$ cat config.mk
export PLATFORM = sky130hd
export DESIGN_NAME = tagged_result_queue
export DESIGN_NICKNAME = d
export VERILOG_FILES = /design/src/rtl/rfq_pkg.sv /design/src/rtl/rfq_store.sv /design/src/rtl/rfq_status.sv /design/src/rtl/tagged_result_queue.sv
export SDC_FILE = /design/constraint.sdc
export NUM_CORES = 1
export LEC_CHECK = 0
export BUFFER_PORTS_ARGS = -buffer_cell sky130_fd_sc_hd__buf_2
export CORE_ASPECT_RATIO = 0.9
export CORE_MARGIN = 4
export CORE_UTILIZATION = 55
export CTS_CLUSTER_SIZE = 16
export DETAILED_ROUTE_END_ITERATION = 16
export GPL_TIMING_DRIVEN = 0
export HOLD_SLACK_MARGIN = 0.12
export PLACE_DENSITY = 0.75
export SLEW_MARGIN = 20
export SYNTH_ARGS = -nofsm -noshare
export SYNTH_HDL_FRONTEND = slang
export SYNTH_SLANG_ARGS = --single-unit
$ cat constraint.sdc
create_clock -name clk -period 3.03 [get_ports clk]
set_clock_uncertainty 0.1 [all_clocks]
set_input_delay 0.303 -clock clk [delete_from_list [all_inputs] [get_ports clk]]
set_output_delay 0.303 -clock clk [all_outputs]
set_load 0.01 [all_outputs]
$ cat src/rtl/rfq_pkg.sv
package rfq_pkg;
  parameter int TAG_W = 4;
  parameter int VAL_W = 12;
  localparam int WORD_W = TAG_W + VAL_W;
  localparam int FLAG_BITS = 7;

  typedef logic [WORD_W-1:0] word_t;

  typedef enum logic [7:0] {
    OP_POP   = 8'h80,
    OP_STATE = 8'hF6
  } host_op_e;

  // order is the status word layout, MSB first (bit 6 .. bit 0)
  typedef struct packed {
    logic restart;
    logic alu_busy;
    logic pga_busy;
    logic adc_busy;
    logic vg_busy;
    logic empty;
    logic ovr;
  } status_t;

  function automatic word_t pack_entry(input logic [TAG_W-1:0] tag,
                                       input logic [VAL_W-1:0] val);
    return {tag, val};
  endfunction

  function automatic word_t status_to_word(input status_t s);
    word_t w;
    w = '0;
    w[FLAG_BITS-1:0] = s;
    return w;
  endfunction
endpackage

$ cat src/rtl/rfq_store.sv
module rfq_store
  import rfq_pkg::*;
#(
  parameter int DEPTH = 16
) (
  input  logic  clk,
  input  logic  rst_n,
  input  logic  push_req,
  input  word_t push_word,
  input  logic  pop_req,
  input  logic  clr,
  output word_t head_word,
  output logic  is_empty,
  output logic  pop_fire,
  output logic  full_push_evt
);
  localparam int PTR_W = (DEPTH > 1) ? $clog2(DEPTH) : 1;
  localparam int CNT_W = $clog2(DEPTH + 1);
  localparam logic [CNT_W-1:0] CNT_MAX = CNT_W'(DEPTH);
  localparam logic [PTR_W-1:0] PTR_LAST = PTR_W'(DEPTH - 1);

  function automatic logic [PTR_W-1:0] ptr_step(input logic [PTR_W-1:0] p);
    return (p == PTR_LAST) ? '0 : p + 1'b1;
  endfunction

  word_t            mem [DEPTH];
  logic [PTR_W-1:0] wr_ptr, rd_ptr;
  logic [CNT_W-1:0] count;
  logic             is_full;
  logic             push_fire;

  assign is_empty      = (count == '0);
  assign is_full       = (count == CNT_MAX);
  assign pop_fire      = pop_req && !is_empty && !clr;
  assign push_fire     = push_req && !clr && (!is_full || pop_fire);
  assign full_push_evt = push_req && !clr && is_full && !pop_fire;
  assign head_word     = is_empty ? '0 : mem[rd_ptr];

  always_ff @(posedge clk) begin
    if (push_fire) mem[wr_ptr] <= push_word;
  end

  always_ff @(posedge clk or negedge rst_n) begin
    if (!rst_n) begin
      wr_ptr <= '0;
      rd_ptr <= '0;
      count  <= '0;
    end else if (clr) begin
      wr_ptr <= '0;
      rd_ptr <= '0;
      count  <= '0;
    end else begin
      if (push_fire) wr_ptr <= ptr_step(wr_ptr);
      if (pop_fire)  rd_ptr <= ptr_step(rd_ptr);
      if (push_fire && !pop_fire)      count <= count + 1'b1;
      else if (pop_fire && !push_fire) count <= count - 1'b1;
    end
  end

  // discarded push leaves the count unchanged
  a_r7_full_push_kept: assert property (@(posedge clk) disable iff (!rst_n)
    full_push_evt |=> count == $past(count));
  // simultaneous push and pop on a non-empty queue
  a_r10_push_pop_count: assert property (@(posedge clk) disable iff (!rst_n)
    (push_req && pop_req && !is_empty && !clr) |=> count == $past(count));
  // pop on empty without push leaves the queue unchanged
  a_r9_empty_pop_inert: assert property (@(posedge clk) disable iff (!rst_n)
    (pop_req && is_empty && !push_req) |=> $stable(count) && $stable(rd_ptr));
  // clear empties the queue
  a_r6_clear_empties: assert property (@(posedge clk) disable iff (!rst_n)
    clr |=> is_empty);
  // count never exceeds depth
  a_r12_count_bound: assert property (@(posedge clk) disable iff (!rst_n)
    count <= CNT_MAX);
endmodule

$ cat src/rtl/rfq_status.sv
module rfq_status
  import rfq_pkg::*;
(
  input  logic  clk,
  input  logic  rst_n,
  input  logic  restart_evt,
  input  logic  state_read,
  input  logic  full_push_evt,
  input  logic  clr,
  input  logic  table_mode,
  input  logic  table_full,
  input  logic  q_empty,
  input  logic  alu_busy_in,
  input  logic  pga_busy_in,
  input  logic  adc_busy_in,
  input  logic  vg_busy_in,
  output word_t status_word
);
  logic    restart_q, ovr_q;
  logic    alu_q, pga_q, adc_q, vg_q;
  logic    ovr_set;
  status_t st;

  assign ovr_set = full_push_evt && !table_mode;

  always_ff @(posedge clk or negedge rst_n) begin
    if (!rst_n) begin
      restart_q <= 1'b0;
      ovr_q     <= 1'b0;
      alu_q     <= 1'b0;
      pga_q     <= 1'b0;
      adc_q     <= 1'b0;
      vg_q      <= 1'b1;
    end else begin
      if (restart_evt)     restart_q <= 1'b1;
      else if (state_read) restart_q <= 1'b0;
      if (ovr_set)                 ovr_q <= 1'b1;
      else if (state_read || clr)  ovr_q <= 1'b0;
      alu_q <= alu_busy_in;
      pga_q <= pga_busy_in;
      adc_q <= adc_busy_in;
      vg_q  <= vg_busy_in;
    end
  end

  always_comb begin
    st.restart  = restart_q;
    st.alu_busy = alu_q;
    st.pga_busy = pga_q;
    st.adc_busy = adc_q;
    st.vg_busy  = vg_q;
    st.empty    = q_empty;
    st.ovr      = table_mode ? table_full : ovr_q;
  end

  assign status_word = status_to_word(st);

  // a restart event always leaves the bit set
  a_r5_restart_set: assert property (@(posedge clk) disable iff (!rst_n)
    restart_evt |=> restart_q);
  // overflow in monitoring mode leaves the sticky bit set
  a_r7_ovr_sticky_set: assert property (@(posedge clk) disable iff (!rst_n)
    ovr_set |=> ovr_q);
  // table mode never sets the sticky bit
  a_r8_no_sticky_in_table: assert property (@(posedge clk) disable iff (!rst_n)
    (table_mode && !ovr_q) |=> !ovr_q);
  // busy bits follow their inputs after one edge
  a_r11_busy_follow: assert property (@(posedge clk) disable iff (!rst_n)
    1'b1 |=> (alu_q == $past(alu_busy_in)) && (pga_q == $past(pga_busy_in))
          && (adc_q == $past(adc_busy_in)) && (vg_q == $past(vg_busy_in)));
endmodule

$ cat src/rtl/tagged_result_queue.sv
module tagged_result_queue
  import rfq_pkg::*;
#(
  parameter int DEPTH = 16
) (
  input  logic              clk,
  input  logic              rst_n,
  input  logic              wdog_restart,
  input  logic              soft_restart,
  input  logic              fifo_clr,
  input  logic              push_valid,
  input  logic [TAG_W-1:0]  push_tag,
  input  logic [VAL_W-1:0]  push_value,
  input  logic              cmd_valid,
  input  logic [7:0]        cmd_code,
  input  logic              table_mode,
  input  logic              table_full,
  input  logic              alu_busy_in,
  input  logic              pga_busy_in,
  input  logic              adc_busy_in,
  input  logic              vg_busy_in,
  output logic              rsp_valid,
  output logic [WORD_W-1:0] rsp_data
);
  logic  cmd_pop, cmd_state;
  logic  pop_fire, q_empty, full_push_evt;
  word_t head_word, status_word;

  assign cmd_pop   = cmd_valid && (cmd_code == OP_POP);
  assign cmd_state = cmd_valid && (cmd_code == OP_STATE);

  rfq_store #(.DEPTH(DEPTH)) u_store (
    .clk           (clk),
    .rst_n         (rst_n),
    .push_req      (push_valid),
    .push_word     (pack_entry(push_tag, push_value)),
    .pop_req       (cmd_pop),
    .clr           (fifo_clr),
    .head_word     (head_word),
    .is_empty      (q_empty),
    .pop_fire      (pop_fire),
    .full_push_evt (full_push_evt)
  );

  rfq_status u_status (
    .clk           (clk),
    .rst_n         (rst_n),
    .restart_evt   (wdog_restart || soft_restart),
    .state_read    (cmd_state),
    .full_push_evt (full_push_evt),
    .clr           (fifo_clr),
    .table_mode    (table_mode),
    .table_full    (table_full),
    .q_empty       (q_empty),
    .alu_busy_in   (alu_busy_in),
    .pga_busy_in   (pga_busy_in),
    .adc_busy_in   (adc_busy_in),
    .vg_busy_in    (vg_busy_in),
    .status_word   (status_word)
  );

  always_ff @(posedge clk or negedge rst_n) begin
    if (!rst_n) begin
      rsp_valid <= 1'b0;
      rsp_data  <= '0;
    end else begin
      rsp_valid <= cmd_pop || cmd_state;
      if (cmd_state)    rsp_data <= status_word;
      else if (cmd_pop) rsp_data <= pop_fire ? head_word : '0;
    end
  end

  // decoded commands answer in the next cycle, others never do
  a_r3_rsp_next_cycle: assert property (@(posedge clk) disable iff (!rst_n)
    (cmd_pop || cmd_state) |=> rsp_valid);
  a_r3_no_rsp_unknown: assert property (@(posedge clk) disable iff (!rst_n)
    !(cmd_pop || cmd_state) |=> !rsp_valid);
  // the upper bits of any status response are zero
  a_r4_upper_zero: assert property (@(posedge clk) disable iff (!rst_n)
    cmd_state |=> rsp_data[WORD_W-1:FLAG_BITS] == '0);
endmodule

==> results.rst <==
.. list-table::
   :header-rows: 1

   * - Metric
     - Value
   * - Worst rel slew slack
     - 0.293
   * - Worst hold stages
     - 4
   * - Initial antenna violation count
     - 0
   * - FILL cells
     - 1370
   * - Clock input transition at the sequential cells of the worst setup and hold paths
     - 0.06 ns
   * - Worst-path maximum fanout
     - 10
   * - Initial Util
     - 0.559
   * - Part of the cycle the worst path needs
     - 0.973
   * - Multiplexer share of the synthesized area
     - 0.142
   * - Path category of the worst min-delay check
     - input pin to register
   * - Half-perimeter wire length of the detailed placement result
     - 14.6 mm
   * - Max frequency
     - 339 MHz
   * - DIE HEIGHT
     - 146 um
   * - Leading register cell type out of synthesis
     - edfxtp_1
   * - Number of hold-slack violations in the final timing report
     - 0
   * - Clock root buffer master
     - clkbuf_16
   * - Area of the die
     - 0.0236 mm2
   * - Number of cells on the worst reg-to-reg path
     - 6
   * - Proportion of register bits with asynchronous set or reset after synthesis
     - 0.123
   * - Global-route usage over all layers
     - 0.210
   * - Standard-cell row count
     - 50
   * - Remaining design rule violation count
     - 0
   * - Count of port buffers added during placement
     - 52
   * - Pre-CTS setup slack
     - -0.595 ns
   * - Synth Area in Compound Gates
     - 0.0493
   * - Placeable Area
     - 0.0208 mm2
   * - Crit path DAT
     - 3.27 ns
   * - Number of different library cells in the post-synthesis netlist
     - 50
   * - Static leakage
     - 4.52 nW
   * - Slew @ Worst Pin
     - 1.06 ns
   * - Count of nets after finishing
     - 746
   * - Via count of the first global-routing pass
     - 6235
   * - Run status
     - complete, no violations
   * - Unrepaired setup endpoints after global routing
     - yes
   * - Synth Net Count
     - 630
   * - Detailed Routing Iterations Pass 1
     - 5
   * - Slack of the critical path
     - 0.0803 ns
   * - Initial drt markers
     - 692
   * - Total negative slack
     - 0 ns
   * - Worst Setup End Kind
     - register
   * - WL/cell
     - 24.4 um
   * - Critical Path Sink
     - rsp_data[8]$_DFFE_PN0P_
   * - Syn avg cell area
     - 20.0 um2
   * - Routability congestion estimate from global placement
     - 0.829
   * - Yosys warning total
     - 0
   * - Max-slew violation total from the final report
     - 0
   * - Count of antenna-violating nets left after detailed routing
     - 0
   * - Number of buffers between clock root and the deepest sink
     - 3
   * - Post-layout minimum cycle time
     - 2.95 ns
   * - Post-Synth Adder-Cell Area
     - 0.0114
   * - Die Span X
     - 161 um
   * - Post-Layout Inst Area
     - 0.0136 mm2
   * - Max-cap viol count
     - 0
   * - Setup slack of the worst register-to-register path
     - 0.08 ns
   * - Gr ovfl total
     - 0
   * - Worst setup path startpoint
     - u_store.rd_ptr[1]$_DFFE_PN0P_
   * - Clock buffers created by TritonCTS
     - 28
   * - Placed instance area
     - 0.0123 mm2
   * - Vias per cell
     - 6.13
   * - Reg-to-Reg Start
     - u_store.rd_ptr[1]$_DFFE_PN0P_
   * - Final WL
     - 24.5 mm
   * - # diodes
     - 0
   * - Sequential area share after synthesis
     - 0.738
   * - Post-synth EDFFs
     - 256
   * - Combined area of all synthesized cells
     - 0.0116 mm2
   * - Power per standard cell area
     - 629 mW/mm2
   * - TritonCTS clock tree
     - yes
   * - Synth Area in Simple Gates
     - 0.0422
   * - Routed vias
     - 6170
   * - Clock net sink count
     - 292
   * - Xor and xnor area share after synthesis
     - 0.00301
   * - Number of storage elements in the synthesis netlist
     - 292
   * - Combinational family with the most area after synthesis
     - multiplexers
   * - Data required time of the critical path
     - 3.35 ns
   * - Setup-failing EPs final
     - 0
   * - H-tree lvl count
     - 1
   * - IR Drop Worst-Case VDD
     - 0.540 mV
   * - Wire length of the first global-routing pass
     - 37.5 mm
   * - Layout cell share with drive strength beyond 1
     - 0.275
   * - Reg-to-reg critical path endpoint
     - rsp_data[8]$_DFFE_PN0P_
   * - Crit Path Category
     - register to register
   * - Largest net degree at the start of global routing
     - 37
   * - Area added between synthesis and finish
     - 16.5%
   * - Gate count after technology mapping
     - 583
   * - Clk Latency, worst-skew pair
     - 0.54 ns
   * - Crit path launch type
     - register
   * - I/O pin count
     - 54
## layout make-up
class,count,area [um2],area share
repair buffers,86,588,0.0434
multi-input cells,254,2930,0.216
clock inverters,17,196,0.0145
clock buffers,34,723,0.0534
plain buffers,31,150,0.0111
flip-flops and latches,292,8590,0.634
inverters,6,22.5,0.00166
well taps,286,358,0.0264
## flip-flops by register name, indices dropped and copies added (netlist names)
register,flops
rsp_data,16
u_status.ovr_q,1
u_status.adc_q,1
u_status.restart_q,1
u_status.pga_q,1
u_store.mem,256
u_status.alu_q,1
u_store.count,5
rsp_valid,1
u_store.rd_ptr,4
u_store.wr_ptr,4
u_status.vg_q,1
## cells in the final DEF, fill, tap and decap left out, types with 11 or more instances in the layout
master and count:
edfxtp_1 256, mux4_2 64, buf_2 55, dfrtp_1 34
dlygate4sd3_1 29, clkbuf_16 28, clkbuf_1 21, mux2i_1 20
a21oi_1 18, a211oi_1 17, nor2b_1 16, nor2_1 11
nand2_1 11
## power by group
group          switching (W)  total [W]  internal, W
Clock                0.00142    0.00346      0.00204
Combinational       0.000310   0.000544     0.000233
Sequential         0.0000613    0.00453      0.00447
Total                0.00179    0.00853      0.00674
## worst min-delay path by stage
stage,end,from
6_report,rsp_data[0]$_DFFE_PN0P_,table_full
5_1_grt,rsp_data[0]$_DFFE_PN0P_,table_full
4_1_cts,rsp_data[0]$_DFFE_PN0P_,table_full
3_5_place_dp,u_status.vg_q$_DFF_PN1_,vg_busy_in
3_3_place_gp,u_status.vg_q$_DFF_PN1_,vg_busy_in
2_1_floorplan,rsp_data[0]$_DFFE_PN0P_,rst_n
## through the flow
stage | util | power, W | cells | hold WS [ns]
floorplan | - | 0.00489 | 583 | -0.0926
global placement | 0.588 | 0.00503 | 921 | 0.315
detailed placement | 0.588 | 0.00507 | 921 | 0.310
CTS | 0.648 | 0.00856 | 1002 | 0.126
global route | 0.651 | 0.00883 | 1006 | 0.175
finish | 0.651 | 0.00853 | 1006 | 0.155
## synthesized netlist by cell type, types with 2 or more instances
cell type | n | area, um2
edfxtp_1 | 256 | 7690
mux4_2 | 64 | 1440
dfrtp_1 | 35 | 876
mux2i_1 | 20 | 200
a21oi_1 | 18 | 90.1
a211oi_1 | 17 | 128
nor2b_1 | 16 | 100
clkbuf_1 | 15 | 56.3
nand2_1 | 11 | 41.3
nor2_1 | 11 | 41.3
a22o_1 | 9 | 78.8
and3_1 | 9 | 56.3
ha_1 | 9 | 113
buf_1 | 7 | 26.3
buf_2 | 7 | 35.0
a211oi_2 | 6 | 75.1
a221o_1 | 6 | 60.1
and2_1 | 6 | 37.5
inv_1 | 6 | 22.5
o21ai_0 | 6 | 30.0
nand3_1 | 5 | 25.0
and4_1 | 4 | 35.0
or3_1 | 4 | 25.0
nand2b_1 | 3 | 18.8
a31oi_1 | 2 | 12.5
buf_6 | 2 | 22.5
nor3_1 | 2 | 10.0
nor3_2 | 2 | 20.0
nor4_1 | 2 | 12.5
xnor2_1 | 2 | 17.5
xor2_1 | 2 | 17.5
## kinds of logic (layout without fill, tap and decap cells)
group                      Yosys count  count (layout)
DFF                                292             292
muxes                               85              85
and+or+nand+nor                     82              82
AOI/OAI and AO/OA                   73              73
buffers and inverters               37             174
adders and majority gates           10              10
xor gates and xnor gates             4               4
## worst max-delay path, cell delays in order, from the launching register on
cell and delay (ns):
dfrtp_1 0.43, buf_1 0.62, clkbuf_1 0.72, mux4_2 0.43
mux2i_1 0.18, a21oi_1 0.11, a22o_1 0.23
## routing by layer
layer / wire [um] / vias to the layer above / GRT usage
li1: - / 2644 / -
met1: 10200 / 3144 / 0.316
met2: 11300 / 328 / 0.321
met3: 2220 / 54 / 0.0354
met4: 755 / 0 / 0.0644
met5: 0 / - / 0
## what timing repair did
item,4_1_cts,5_1_grt
buffers inserted,1,4
pin swaps,1,2
cloned,0,0
hold buffers,29,0
gates resized for setup,10,10
endpoints found under the hold margin,301,0
setup endpoints to repair,82,78
(Power assumes the default switching activity.)
